**src/rtl/fetch_seq_pkg.sv**
```systemverilog
// Shared types for the fetch sequencer.
// Assumes: the operation code is decided once per cycle by the control unit.
package fetch_seq_pkg;
    typedef enum logic [2:0] {
        SEQ_HOLD,
        SEQ_STEP,
        SEQ_JUMP,
        SEQ_CALL,
        SEQ_RET,
        SEQ_FAULT
    } seq_op_e;
endpackage

```
**src/rtl/fetch_seq_ctrl.sv**
```systemverilog
// Control unit: turns the strobes into one operation by fixed priority,
// keeps the one-bit call depth and emits the restart pulse.
// Assumes: strobes are valid for exactly the cycle they are high.
module fetch_seq_ctrl
    import fetch_seq_pkg::*;
(
    input  logic    clk,
    input  logic    rst_n,
    input  logic    step,
    input  logic    br_take,
    input  logic    call_en,
    input  logic    ret_en,
    output seq_op_e op,
    output logic    depth,
    output logic    restart
);
    // Select the operation: misuse first, then call, return, branch, step.
    always_comb begin
        if ((call_en && depth) || (ret_en && !call_en && !depth))
            op = SEQ_FAULT;
        else if (call_en)
            op = SEQ_CALL;
        else if (ret_en)
            op = SEQ_RET;
        else if (br_take)
            op = SEQ_JUMP;
        else if (step)
            op = SEQ_STEP;
        else
            op = SEQ_HOLD;
    end

    // Track call depth and register the restart pulse.
    always_ff @(posedge clk) begin
        if (!rst_n) begin
            depth   <= 1'b0;
            restart <= 1'b0;
        end else begin
            restart <= (op == SEQ_FAULT);
            case (op)
                SEQ_CALL:  depth <= 1'b1;
                SEQ_RET:   depth <= 1'b0;
                SEQ_FAULT: depth <= 1'b0;
                default:   depth <= depth;
            endcase
        end
    end
endmodule

```
**src/rtl/fetch_seq_pc.sv**
```systemverilog
// Fetch address register with its length adder.
// Assumes: arithmetic wraps modulo 2**ADDR_W.
module fetch_seq_pc
    import fetch_seq_pkg::*;
#(
    parameter int ADDR_W = 10,
    parameter int LEN_W  = 2
) (
    input  logic              clk,
    input  logic              rst_n,
    input  seq_op_e           op,
    input  logic [LEN_W-1:0]  ilen,
    input  logic [ADDR_W-1:0] dest,
    input  logic [ADDR_W-1:0] saved,
    output logic [ADDR_W-1:0] pc,
    output logic [ADDR_W-1:0] next_seq
);
    // Address of the instruction that follows the current one.
    always_comb next_seq = pc + ADDR_W'(ilen);

    // Load the fetch address according to the selected operation.
    always_ff @(posedge clk) begin
        if (!rst_n) begin
            pc <= '0;
        end else begin
            case (op)
                SEQ_STEP:            pc <= next_seq;
                SEQ_JUMP, SEQ_CALL:  pc <= dest;
                SEQ_RET:             pc <= saved;
                SEQ_FAULT:           pc <= '0;
                default:             pc <= pc;
            endcase
        end
    end
endmodule

```
**src/rtl/fetch_seq_stack.sv**
```systemverilog
// Single-entry return register whose low byte is also a data byte.
// Assumes: the contents survive reset; only the validity flag is reset.
module fetch_seq_stack
    import fetch_seq_pkg::*;
#(
    parameter int ADDR_W = 10,
    parameter int DATA_W = 8
) (
    input  logic              clk,
    input  logic              rst_n,
    input  seq_op_e           op,
    input  logic [ADDR_W-1:0] ret_addr,
    input  logic              wr_en,
    input  logic [DATA_W-1:0] wr_data,
    output logic [ADDR_W-1:0] word,
    output logic              hi_valid
);
    localparam int HI_W = ADDR_W - DATA_W;

    // Store the return address on a call, or the data byte on a write.
    always_ff @(posedge clk) begin
        if (op == SEQ_CALL)
            word <= ret_addr;
        else if (wr_en)
            word <= {{HI_W{1'b0}}, wr_data};
    end

    // Track whether the upper bits came from a call.
    always_ff @(posedge clk) begin
        if (!rst_n)
            hi_valid <= 1'b0;
        else if (op == SEQ_CALL)
            hi_valid <= 1'b1;
        else if (wr_en)
            hi_valid <= 1'b0;
    end
endmodule

```
**src/rtl/fetch_seq.sv**
```systemverilog
// Top of the fetch sequencer: control, address register and return register.
// Assumes: branch conditions and decoding are resolved upstream.
module fetch_seq
    import fetch_seq_pkg::*;
#(
    parameter int ADDR_W = 10,
    parameter int LEN_W  = 2,
    parameter int DATA_W = 8
) (
    input  logic              clk,
    input  logic              rst_n,
    input  logic              step,
    input  logic [LEN_W-1:0]  ilen,
    input  logic              br_take,
    input  logic              call_en,
    input  logic              ret_en,
    input  logic [ADDR_W-1:0] dest,
    input  logic              dreg_we,
    input  logic [DATA_W-1:0] dreg_wdata,
    output logic [ADDR_W-1:0] pc,
    output logic              depth,
    output logic              restart,
    output logic              hi_valid,
    output logic [DATA_W-1:0] dreg_rdata
);
    seq_op_e           op;
    logic [ADDR_W-1:0] ret_word;
    logic [ADDR_W-1:0] next_seq;

    fetch_seq_ctrl u_ctrl (
        .clk(clk), .rst_n(rst_n), .step(step), .br_take(br_take),
        .call_en(call_en), .ret_en(ret_en), .op(op),
        .depth(depth), .restart(restart)
    );

    fetch_seq_pc #(.ADDR_W(ADDR_W), .LEN_W(LEN_W)) u_pc (
        .clk(clk), .rst_n(rst_n), .op(op), .ilen(ilen), .dest(dest),
        .saved(ret_word), .pc(pc), .next_seq(next_seq)
    );

    fetch_seq_stack #(.ADDR_W(ADDR_W), .DATA_W(DATA_W)) u_stack (
        .clk(clk), .rst_n(rst_n), .op(op), .ret_addr(next_seq),
        .wr_en(dreg_we), .wr_data(dreg_wdata),
        .word(ret_word), .hi_valid(hi_valid)
    );

    // Low byte of the return register is the readable data byte.
    always_comb dreg_rdata = ret_word[DATA_W-1:0];
endmodule

```
**config.mk**
```make
export PLATFORM = sky130hd
export DESIGN_NAME = fetch_seq
export DESIGN_NICKNAME = d
export VERILOG_FILES = /design/src/rtl/fetch_seq_pkg.sv /design/src/rtl/fetch_seq_ctrl.sv /design/src/rtl/fetch_seq_pc.sv /design/src/rtl/fetch_seq_stack.sv /design/src/rtl/fetch_seq.sv
export SDC_FILE = /design/constraint.sdc
export NUM_CORES = 1
export LEC_CHECK = 0
export ABC_AREA = 1
export BUFFER_PORTS_ARGS = -buffer_cell sky130_fd_sc_hd__buf_2
export CAP_MARGIN = 40
export CORE_ASPECT_RATIO = 1.25
export CORE_MARGIN = 2
export CORE_UTILIZATION = 30
export DETAILED_ROUTE_END_ITERATION = 10
export PLACE_DENSITY = 0.63
export RECOVER_POWER = 100
export SYNTH_ARGS = -nofsm -noshare
export SYNTH_HDL_FRONTEND = slang
export SYNTH_SLANG_ARGS = --single-unit
export TNS_END_PERCENT = 1
```
**constraint.sdc**
```tcl
create_clock -name clk -period 1.78 [get_ports clk]
set_input_delay 0.445 -clock clk [delete_from_list [all_inputs] [get_ports clk]]
set_output_delay 0.445 -clock clk [all_outputs]
set_load 0.01 [all_outputs]
```
# Yosys cells after proc, flatten, opt, wreduce, memory -nomap -nowiden

Cells that the tools add are included.

Latch bits: 0
Input bits: 27
Logic and storage cells: 33
Memories kept: 0
Register bits: 23
Output and inout port bits: 21
Memory bits (read-only): 0
RAM bits: 0

Shifts and indexed selects: 0
Reduce and logical (&&, ||, !) cells: 11
Magnitude comparators: 0
$add $sub $neg: 1
Bitwise operators: 0
Divide/modulo/power cells: 0
$mul: 0
Equality and inequality tests: 5
Multiplexer cells: 11

Operators by type and width:

| cell               | count |
|---|---|
| $pmux 10 s4        | 1 |
| $mux 10            | 2 |
| $mux 3             | 4 |
| $add 10x2->10      | 1 |
| $eq 3x2->1 const B | 2 |
| $eq 3x3->1 const B | 2 |
| $reduce_bool 2->1  | 2 |
| $reduce_bool 4->1  | 1 |
| $reduce_or 2->1    | 2 |
| $eq 3x1->1 const B | 1 |
| $logic_and 1x1->1  | 3 |
| $mux 1             | 3 |
| $logic_not 1->1    | 2 |
| $pmux 1 s2         | 1 |
| $logic_or 1x1->1   | 1 |

# Longest topological paths before layout

Gate-level depths: netlist of the first run.

Word-level depth: 8
Mapped depth: 10
Mapped depth without buffers: 10

# Cells and area by module

Synthesis of the first run repeated with hierarchy kept, for this count alone.

Cells, all modules: 224
Area total of the unflattened synthesis: 1587.8 um2

Modules (own cells, without submodules):

| module          | area each (um2) | instances | cells an instance |
|---|---|---|---|
| fetch_seq_pc    | 927.1           | 1         | 153 |
| fetch_seq_stack | 539.3           | 1         | 49 |
| fetch_seq_ctrl  | 121.4           | 1         | 22 |

# Worst setup path before layout of the first run

No wires, ideal clock.

Path kind: input to register
Start: input port ilen[0]
End: register u_stack.word[4] (data pin)
Data arrival time: 1.448 ns
Cell stages on the path: 8
Library setup time: 0.260 ns
Data required time: 1.520 ns
Slack: 0.071 ns
Path buffers: 0
Cell sequence: ha_1 fa_1 nand2_1 nor2_1 nand2_1 nand2_1 inv_2 o21ai_0

Cells in the longest elaborated chain, start to end: 2

RTL lines:

| item                   | line                  | RTL |
|---|---|---|
| start: declaration     | fetch_seq.sv:13       | `input logic [LEN_W-1:0] ilen,` |
| $add 10x2->10          | fetch_seq_pc.sv:19    | `always_comb next_seq = pc + ADDR_W'(ilen);` |
| $mux 10                | fetch_seq_stack.sv:22 | `if (op == SEQ_CALL)` |
| end signal: assignment | fetch_seq_stack.sv:23 | `word <= ret_addr;` |
| end signal: assignment | fetch_seq_stack.sv:25 | `word <= {{HI_W{1'b0}}, wr_data};` |
| end: declaration       | fetch_seq_stack.sv:15 | `output logic [ADDR_W-1:0] word,` |

Every way passes these cells.
A chain may end at the register's enable or synchronous reset.

# Worst setup path in the final report of the first run

Start: register u_pc.pc[0]
End: register u_stack.word[9] (data pin)

Cells in the longest elaborated chain, start to end: 2

RTL lines:

| item                     | line                  | RTL |
|---|---|---|
| start: declaration       | fetch_seq_pc.sv:15    | `output logic [ADDR_W-1:0] pc,` |
| start signal: assignment | fetch_seq_pc.sv:27    | `SEQ_STEP: pc <= next_seq;` |
| start signal: assignment | fetch_seq_pc.sv:28    | `SEQ_JUMP, SEQ_CALL: pc <= dest;` |
| start signal: assignment | fetch_seq_pc.sv:29    | `SEQ_RET: pc <= saved;` |
| $add 10x2->10            | fetch_seq_pc.sv:19    |  |
| $mux 10                  | fetch_seq_stack.sv:22 |  |

Every way passes these cells.

==> impl_metrics.py, run 1 <==
metrics = {
    "run_status": {
        "status": "finished clean",
    },
    "route": {
        "average_wire_per_standard_cell_um": 12.8,
        "drt-initial-drc-count": 54,
        "detail_route.drc_violations": 0,
        "detail_route.wirelength_um": 4010,
        "number_of_antenna_violating_nets_in_the_routed_design": 0,
        "viasPerCell": 4.58,
        "drt_pre_antenna_iters": 4,
        "vias": 1430,
    },
    "power": {
        "p_int_mw": 0.865,
        "comb_power_share_pct": 22.0,
        "power_switching_share_pct": 31.2,
        "cellPowerDensity_nw_per_um2": 712,
        "design_power_total_mw": 1.26,
        "power.ir.vdd_worst_mv": 0.213,
        "static-leakage-power_nw": 0.816,
        "power.net_switching_mw": 0.392,
        "seqPwrFrac_pct": 50.9,
        "clock_power_share_pct": 27.0,
    },
    "cells_and_area": {
        "layout_overhead_on_the_synthesized_area_pct": 18.7,
        "post_route_standard_cell_area_excluding_fillers_um2": 1770,
        "most-common-layout-cells": "sky130_fd_sc_hd__nand2_1 (64), sky130_fd_sc_hd__nand3_1 (28), sky130_fd_sc_hd__buf_2 (26), sky130_fd_sc_hd__clkbuf_1 (24), sky130_fd_sc_hd__inv_1 (18)",
        "numnets_final": 283,
        "antennaDiodeCount": 0,
        "leading_cell_type_in_the_layout_fill_and_taps_excluded": "sky130_fd_sc_hd__nand2_1",
        "finish.utilization_pct": 37.1,
        "stdcell_count": 312,
        "post_route_cells_drive_above_1_share_pct": 19.4,
    },
    "placement": {
        "total_placed_instance_area_um2": 1780,
        "numPortBuffers": 47,
        "detailed_place_hpwl_um": 3150,
        "placed_cells_incl_taps": 308,
        "post-place-ws_ns": -0.130,
        "globalplace.congestion": 0.806,
    },
    "timing": {
        "achievable-frequency_mhz": 620,
        "worst_hold_slack_ns": 0.435,
        "final_hold_viol_count": 0,
        "post-route-worst-setup-slack_ns": 0.166,
        "fin_crit_ns": 1.61,
        "final-setup-viol-count": 0,
        "grt_setup_unrepaired": "false",
        "final.setup_skew_ns": 0.00362,
        "relSlewSlack_pct": 69.7,
        "finalMaxSlewViolations": 0,
        "worst_slew_pin_slew_ns": 0.454,
        "final_min_period_over_clock_period_pct": 90.7,
        "setup_tns_ns": 0,
    },
    "critical_path": {
        "worstSetupPathType": "reg2reg",
        "r2r-end": "u_stack.word[9]",
        "path_max_fanout": 4,
        "end_kind": "flop",
        "r2r_setup_slack_ns": 0.17,
        "worst-r2r-cell-count": 9,
        "r2r-start": "u_pc.pc[0]",
        "cp_data_arrival_time_ns": 1.64,
        "worstPathRequired_ns": 1.80,
        "critical_path.startpoint": "u_pc.pc[0]",
        "worstSetupStartpointType": "flop",
    },
    "synthesis": {
        "ys.warnings.count": 0,
        "synth_edf_count": 10,
        "synthDistinctLibCells": 27,
        "syn_area_um2": 1490,
        "synth-seq-area-share_pct": 37.7,
        "postSynthNetCount": 235,
        "synth.avg_cell_area_um2": 7.26,
        "synth-main-ff-cell": "sky130_fd_sc_hd__dfxtp_1",
        "postSynthRegisterBits": 23,
        "synthCells": 205,
        "postSynth.asyncResetShare_pct": 0,
    },
    "floorplanning": {
        "floorplan.initialDensity_pct": 31.2,
        "coreArea_um2": 4760,
        "chipHeight_um": 82.7,
        "design.portCount": 48,
        "die-width_um": 67.0,
        "dieArea_um2": 5540,
        "num_rows": 28,
    },
    "flow_run": {
        "cap_violations": 0,
    },
    "worst_hold_path": {
        "hold-path-endpoint": "u_stack.word[1]",
        "hold_path.startpoint": "dreg_wdata[1]",
        "hold_path_depth": 3,
        "min_path_type": "in2reg",
    },
    "grt": {
        "antenna_found_initial": 0,
        "pin_count_of_the_biggest_net_entering_global_routing": 13,
        "gr-total-overflow": 0,
        "first_global_vias": 1397,
        "grt_first_pass_wirelength_um": 6520,
        "groute.usage.overall_pct": 16.0,
    },
    "cts": {
        "cts_tree": "yes",
        "cts_inserted_buffers": 3,
        "tritoncts_num_sinks": 23,
        "clockRootBuffer": "sky130_fd_sc_hd__clkbuf_8",
        "cts_setup_buffers": 0,
        "worst_setup_hold_path_clk_slew_ns": 0.09,
        "cts-htree-levels": 1,
        "max-clock-path-buffers": 2,
        "clk_latency_ns": 0.27,
    },
}
-- worst max-delay path, stage by stage, from the launching register on --
cell	delay, ns
sky130_fd_sc_hd__dfxtp_1	0.37
sky130_fd_sc_hd__ha_1	0.21
sky130_fd_sc_hd__clkbuf_4	0.15
sky130_fd_sc_hd__nand3_1	0.07
sky130_fd_sc_hd__nand2_1	0.17
sky130_fd_sc_hd__nand2_1	0.11
sky130_fd_sc_hd__nor2_1	0.10
sky130_fd_sc_hd__nand2_1	0.06
sky130_fd_sc_hd__nand2_1	0.08
sky130_fd_sc_hd__nor2_1	0.05
-- worst max path at each step --
stage / to / slack, ns
final: u_stack.word[9] / 0.17
after global routing: u_pc.pc[8] / 0.01
after CTS: u_stack.word[4] / 0.1
after detailed placement: u_stack.word[4] / -0.13
after global placement: u_stack.word[4] / -0.11
after floorplan: u_stack.word[4] / 0.07
-- metal layers --
metal	global-route usage [%]	vias up	part of all wire (%)
li1	-	750	-
met1	20.9	645	45
met2	26.6	30	50
met3	2.30	5	4.0
met4	6.33	0	1.7
met5	0	-	0
-- registers in the layout (all words and copies together), names as in the netlist --
name              flops
u_ctrl.depth          1
u_ctrl.restart        1
u_pc.pc              10
u_stack.hi_valid      1
u_stack.word         10
-- Yosys cell counts (2+ instances only) --
cell type / instances / area (µm²)
sky130_fd_sc_hd__nor2_4: 5 / 56.3
sky130_fd_sc_hd__o21ai_0: 8 / 40.0
sky130_fd_sc_hd__dfxtp_1: 13 / 260
sky130_fd_sc_hd__nand2_4: 3 / 33.8
sky130_fd_sc_hd__nand2_2: 2 / 12.5
sky130_fd_sc_hd__nand4_1: 2 / 12.5
sky130_fd_sc_hd__o21ai_1: 4 / 20.0
sky130_fd_sc_hd__nand2_1: 64 / 240
sky130_fd_sc_hd__inv_2: 7 / 26.3
sky130_fd_sc_hd__a22oi_1: 2 / 15.0
sky130_fd_sc_hd__nand3_1: 27 / 135
sky130_fd_sc_hd__edfxtp_1: 10 / 300
sky130_fd_sc_hd__buf_4: 9 / 67.6
sky130_fd_sc_hd__ha_1: 2 / 25.0
sky130_fd_sc_hd__nor2_1: 14 / 52.6
sky130_fd_sc_hd__a21oi_1: 8 / 40.0
sky130_fd_sc_hd__inv_1: 15 / 56.3
-- cell families (layout without fill, tap and decap cells) --
group	after synthesis	in the layout	synth area share [%]
compound gates	23	23	8.33
simple gates	121	121	39.1
fa+ha+maj	3	3	3.03
buf+inv	33	80	10.7
xor+xnor	2	2	1.18
flops	23	23	37.7
-- power groups by stage --
stage	Combinational, mW	Clock (mW)	Sequential [mW]
after floorplan	0.188	0	0.654
after global placement	0.300	0	0.651
after detailed placement	0.301	0	0.652
after CTS	0.302	0.346	0.640
after global routing	0.314	0.373	0.649
final	0.277	0.340	0.640
-- layout make-up --
| type | instances | area (µm²) |
|---|---|---|
| clock buffers | 4 | 45.0 |
| multi-input cells | 149 | 754 |
| repair buffers | 53 | 244 |
| inverters | 23 | 86.3 |
| fillers | 542 | 3000 |
| flip-flops and latches | 23 | 561 |
| well taps | 60 | 75.1 |
-- timing repair --
item / in CTS / in global routing
setup endpoints to repair: 0 / 2
hold buffers: 0 / 0
resized for setup: 0 / 2
Note: power is estimated with default switching activity, not from simulation.
==> inputs of run 2 (changes only) <==
--- a/config.mk
+++ b/config.mk
@@ -12,6 +12,7 @@
 export CORE_MARGIN = 2
 export CORE_UTILIZATION = 30
 export DETAILED_ROUTE_END_ITERATION = 10
+export GPL_TIMING_DRIVEN = 0
 export PLACE_DENSITY = 0.63
 export RECOVER_POWER = 100
 export SYNTH_ARGS = -nofsm -noshare
==> run 2 against run 1 <==
  * Clock power fell by 2%
  * Global-route usage decreased by 1.1 points
  * Clock skew is 0.0018 ns higher
  * Sequential share of layout area decreased by 0.92 points
  * Worst hold slack better by 0.0077 ns
  * Combinational power grew 7.9%
==> impl_metrics.py, run 2 (synthesis results as in run 1) <==
metrics = {
    "run_status": {
        "status": "finished clean",
    },
    "cts": {
        "cts_tree": "yes",
        "clockRootBuffer": "sky130_fd_sc_hd__clkbuf_8",
        "cts_inserted_buffers": 3,
        "cts_setup_buffers": 0,
        "cts-htree-levels": 1,
        "tritoncts_num_sinks": 23,
        "clk_latency_ns": 0.27,
        "cts_hold_buf": 0,
        "worst_setup_hold_path_clk_slew_ns": 0.09,
        "max-clock-path-buffers": 2,
    },
    "flow_run": {
        "cap_violations": 0,
    },
    "cells_and_area": {
        "post_route_cells_drive_above_1_share_pct": 25.9,
        "post_route_standard_cell_area_excluding_fillers_um2": 1820,
        "numnets_final": 286,
        "antennaDiodeCount": 0,
        "layout_overhead_on_the_synthesized_area_pct": 22.2,
        "finish.utilization_pct": 38.2,
        "leading_cell_type_in_the_layout_fill_and_taps_excluded": "sky130_fd_sc_hd__nand2_1",
        "multi_input_comb_area_um2": 766,
        "register_area_um2": 561,
        "stdcell_count": 315,
        "fillCellCount": 529,
        "reg_top3": "u_pc.pc (10), u_stack.word (10)",
        "most-common-layout-cells": "sky130_fd_sc_hd__nand2_1 (63), sky130_fd_sc_hd__buf_2 (32), sky130_fd_sc_hd__nand3_1 (28), sky130_fd_sc_hd__inv_1 (17), sky130_fd_sc_hd__clkbuf_1 (15)",
    },
    "worst_hold_path": {
        "hold-path-endpoint": "u_stack.word[7]",
        "hold_path_depth": 3,
        "min_path_type": "in2reg",
        "hold_path.startpoint": "dreg_wdata[7]",
    },
    "placement": {
        "globalplace.congestion": 0.771,
        "total_placed_instance_area_um2": 1790,
        "placed_cells_incl_taps": 311,
        "numPortBuffers": 46,
        "detailed_place_hpwl_um": 3040,
    },
    "critical_path": {
        "r2r_setup_slack_ns": 0.16,
        "cp_data_arrival_time_ns": 1.64,
        "path_max_fanout": 4,
        "r2r-end": "u_stack.word[4]",
        "worstSetupStartpointType": "flop",
        "r2r-start": "u_pc.pc[0]",
        "worst-r2r-cell-count": 8,
        "worstSetupPathType": "reg2reg",
        "worstPathRequired_ns": 1.80,
        "end_kind": "flop",
    },
    "route": {
        "detailroute.wirelength.met3_um": 192,
        "met2_length_um": 1900,
        "top_layer": "met4",
        "vias": 1412,
        "route.layer.met1.wl_um": 1660,
        "viasPerCell": 4.48,
        "detail_route.drc_violations": 0,
        "drt_pre_antenna_iters": 4,
        "drt-initial-drc-count": 90,
        "number_of_antenna_violating_nets_in_the_routed_design": 0,
        "average_wire_per_standard_cell_um": 12.1,
        "detail_route.wirelength_um": 3820,
    },
    "floorplanning": {
        "die-width_um": 67.0,
        "num_rows": 28,
        "floorplan.initialDensity_pct": 31.2,
        "chipHeight_um": 82.7,
        "dieArea_um2": 5540,
        "design.portCount": 48,
        "coreArea_um2": 4760,
    },
    "timing": {
        "final_hold_viol_count": 0,
        "achievable-frequency_mhz": 617,
        "final-setup-viol-count": 0,
        "final.setup_skew_ns": 0.00538,
        "worst_hold_slack_ns": 0.443,
        "final_min_period_over_clock_period_pct": 91.1,
        "relSlewSlack_pct": 71.7,
        "worst_slew_pin_slew_ns": 0.423,
        "finalMaxSlewViolations": 0,
        "fin_crit_ns": 1.62,
    },
    "grt": {
        "pin_count_of_the_biggest_net_entering_global_routing": 14,
        "first_global_vias": 1297,
        "groute.usage.overall_pct": 15.0,
        "grt_first_pass_wirelength_um": 6110,
        "gr-total-overflow": 0,
        "antenna_found_initial": 0,
    },
    "power": {
        "design_power_total_mw": 1.27,
        "power.ir.vdd_worst_mv": 0.284,
        "static-leakage-power_nw": 0.858,
        "cellPowerDensity_nw_per_um2": 700,
    },
}
-- run 2: cell types whose count changed in the layout (fill, tap and decap cells not counted), moves of 2 or more --
| cell | before | now |
|---|---|---|
| sky130_fd_sc_hd__clkbuf_1 | 24 | 15 |
| sky130_fd_sc_hd__buf_2 | 26 | 32 |
| sky130_fd_sc_hd__clkbuf_4 | 1 | 6 |
| sky130_fd_sc_hd__nor2_1 | 15 | 13 |
| sky130_fd_sc_hd__nor2_2 | 0 | 2 |
-- run 2: metrics by stage --
| stage | setup WS [ns] | setup TNS [ns] |
|---|---|---|
| finish | 0.159 | 0 |
| global route | -0.0177 | -0.0337 |
| CTS | 0.0393 | 0 |
| detailed placement | -0.221 | -2.82 |
| global placement | -0.201 | -2.58 |
| floorplan | 0.0713 | 0 |
-- run 2: worst max-delay path by stage --
stage / cells past startpoint / slack, ns / startpoint / to
2_1_floorplan: 8 / 0.07 / ilen[0] / u_stack.word[4]
3_3_place_gp: 6 / -0.20 / call_en / u_stack.word[6]
3_5_place_dp: 6 / -0.22 / call_en / u_stack.word[6]
4_1_cts: 4 / 0.04 / u_ctrl.depth / u_stack.word[1]
5_1_grt: 7 / -0.02 / u_pc.pc[0] / u_stack.word[4]
6_report: 8 / 0.16 / u_pc.pc[0] / u_stack.word[4]
-- run 2: repair_timing --
| item | CTS | global route |
|---|---|---|
| endpoints found under the setup margin | 0 | 15 |
| gates resized for setup | 0 | 4 |
| hold endpoints to repair | 0 | 0 |
-- run 2: power by group --
group          internal (mW)  switching [mW]
combinational          0.124           0.176
clock                  0.157           0.177
sequential             0.602          0.0378
-- run 2: area by class of cell --
class	instances	area share (%)
Multi-Input combinational cell	149	42.1
Tap cell	60	4.13
Inverter	23	4.75
Buffer	10	3.99
Timing Repair Buffer	46	11.6
Sequential cell	23	30.8
Clock buffer	3	2.27
Clock inverter	1	0.275
-- run 2: metal layers --
metal	up-vias	track usage [%]
li1	758	-
met1	614	18.9
met2	36	25.2
met3	4	2.03
met4	0	6.73
met5	-	0
-- run 2: worst max-delay path, stage by stage (launching register included) --
cell and delay, ns:
sky130_fd_sc_hd__dfxtp_1 0.34, sky130_fd_sc_hd__ha_1 0.24, sky130_fd_sc_hd__fa_2 0.38, sky130_fd_sc_hd__nand2_2 0.12, sky130_fd_sc_hd__nor2_2 0.06, sky130_fd_sc_hd__nand2_1 0.05, sky130_fd_sc_hd__nand2_1 0.06, sky130_fd_sc_hd__inv_2 0.07
sky130_fd_sc_hd__o21ai_0 0.07
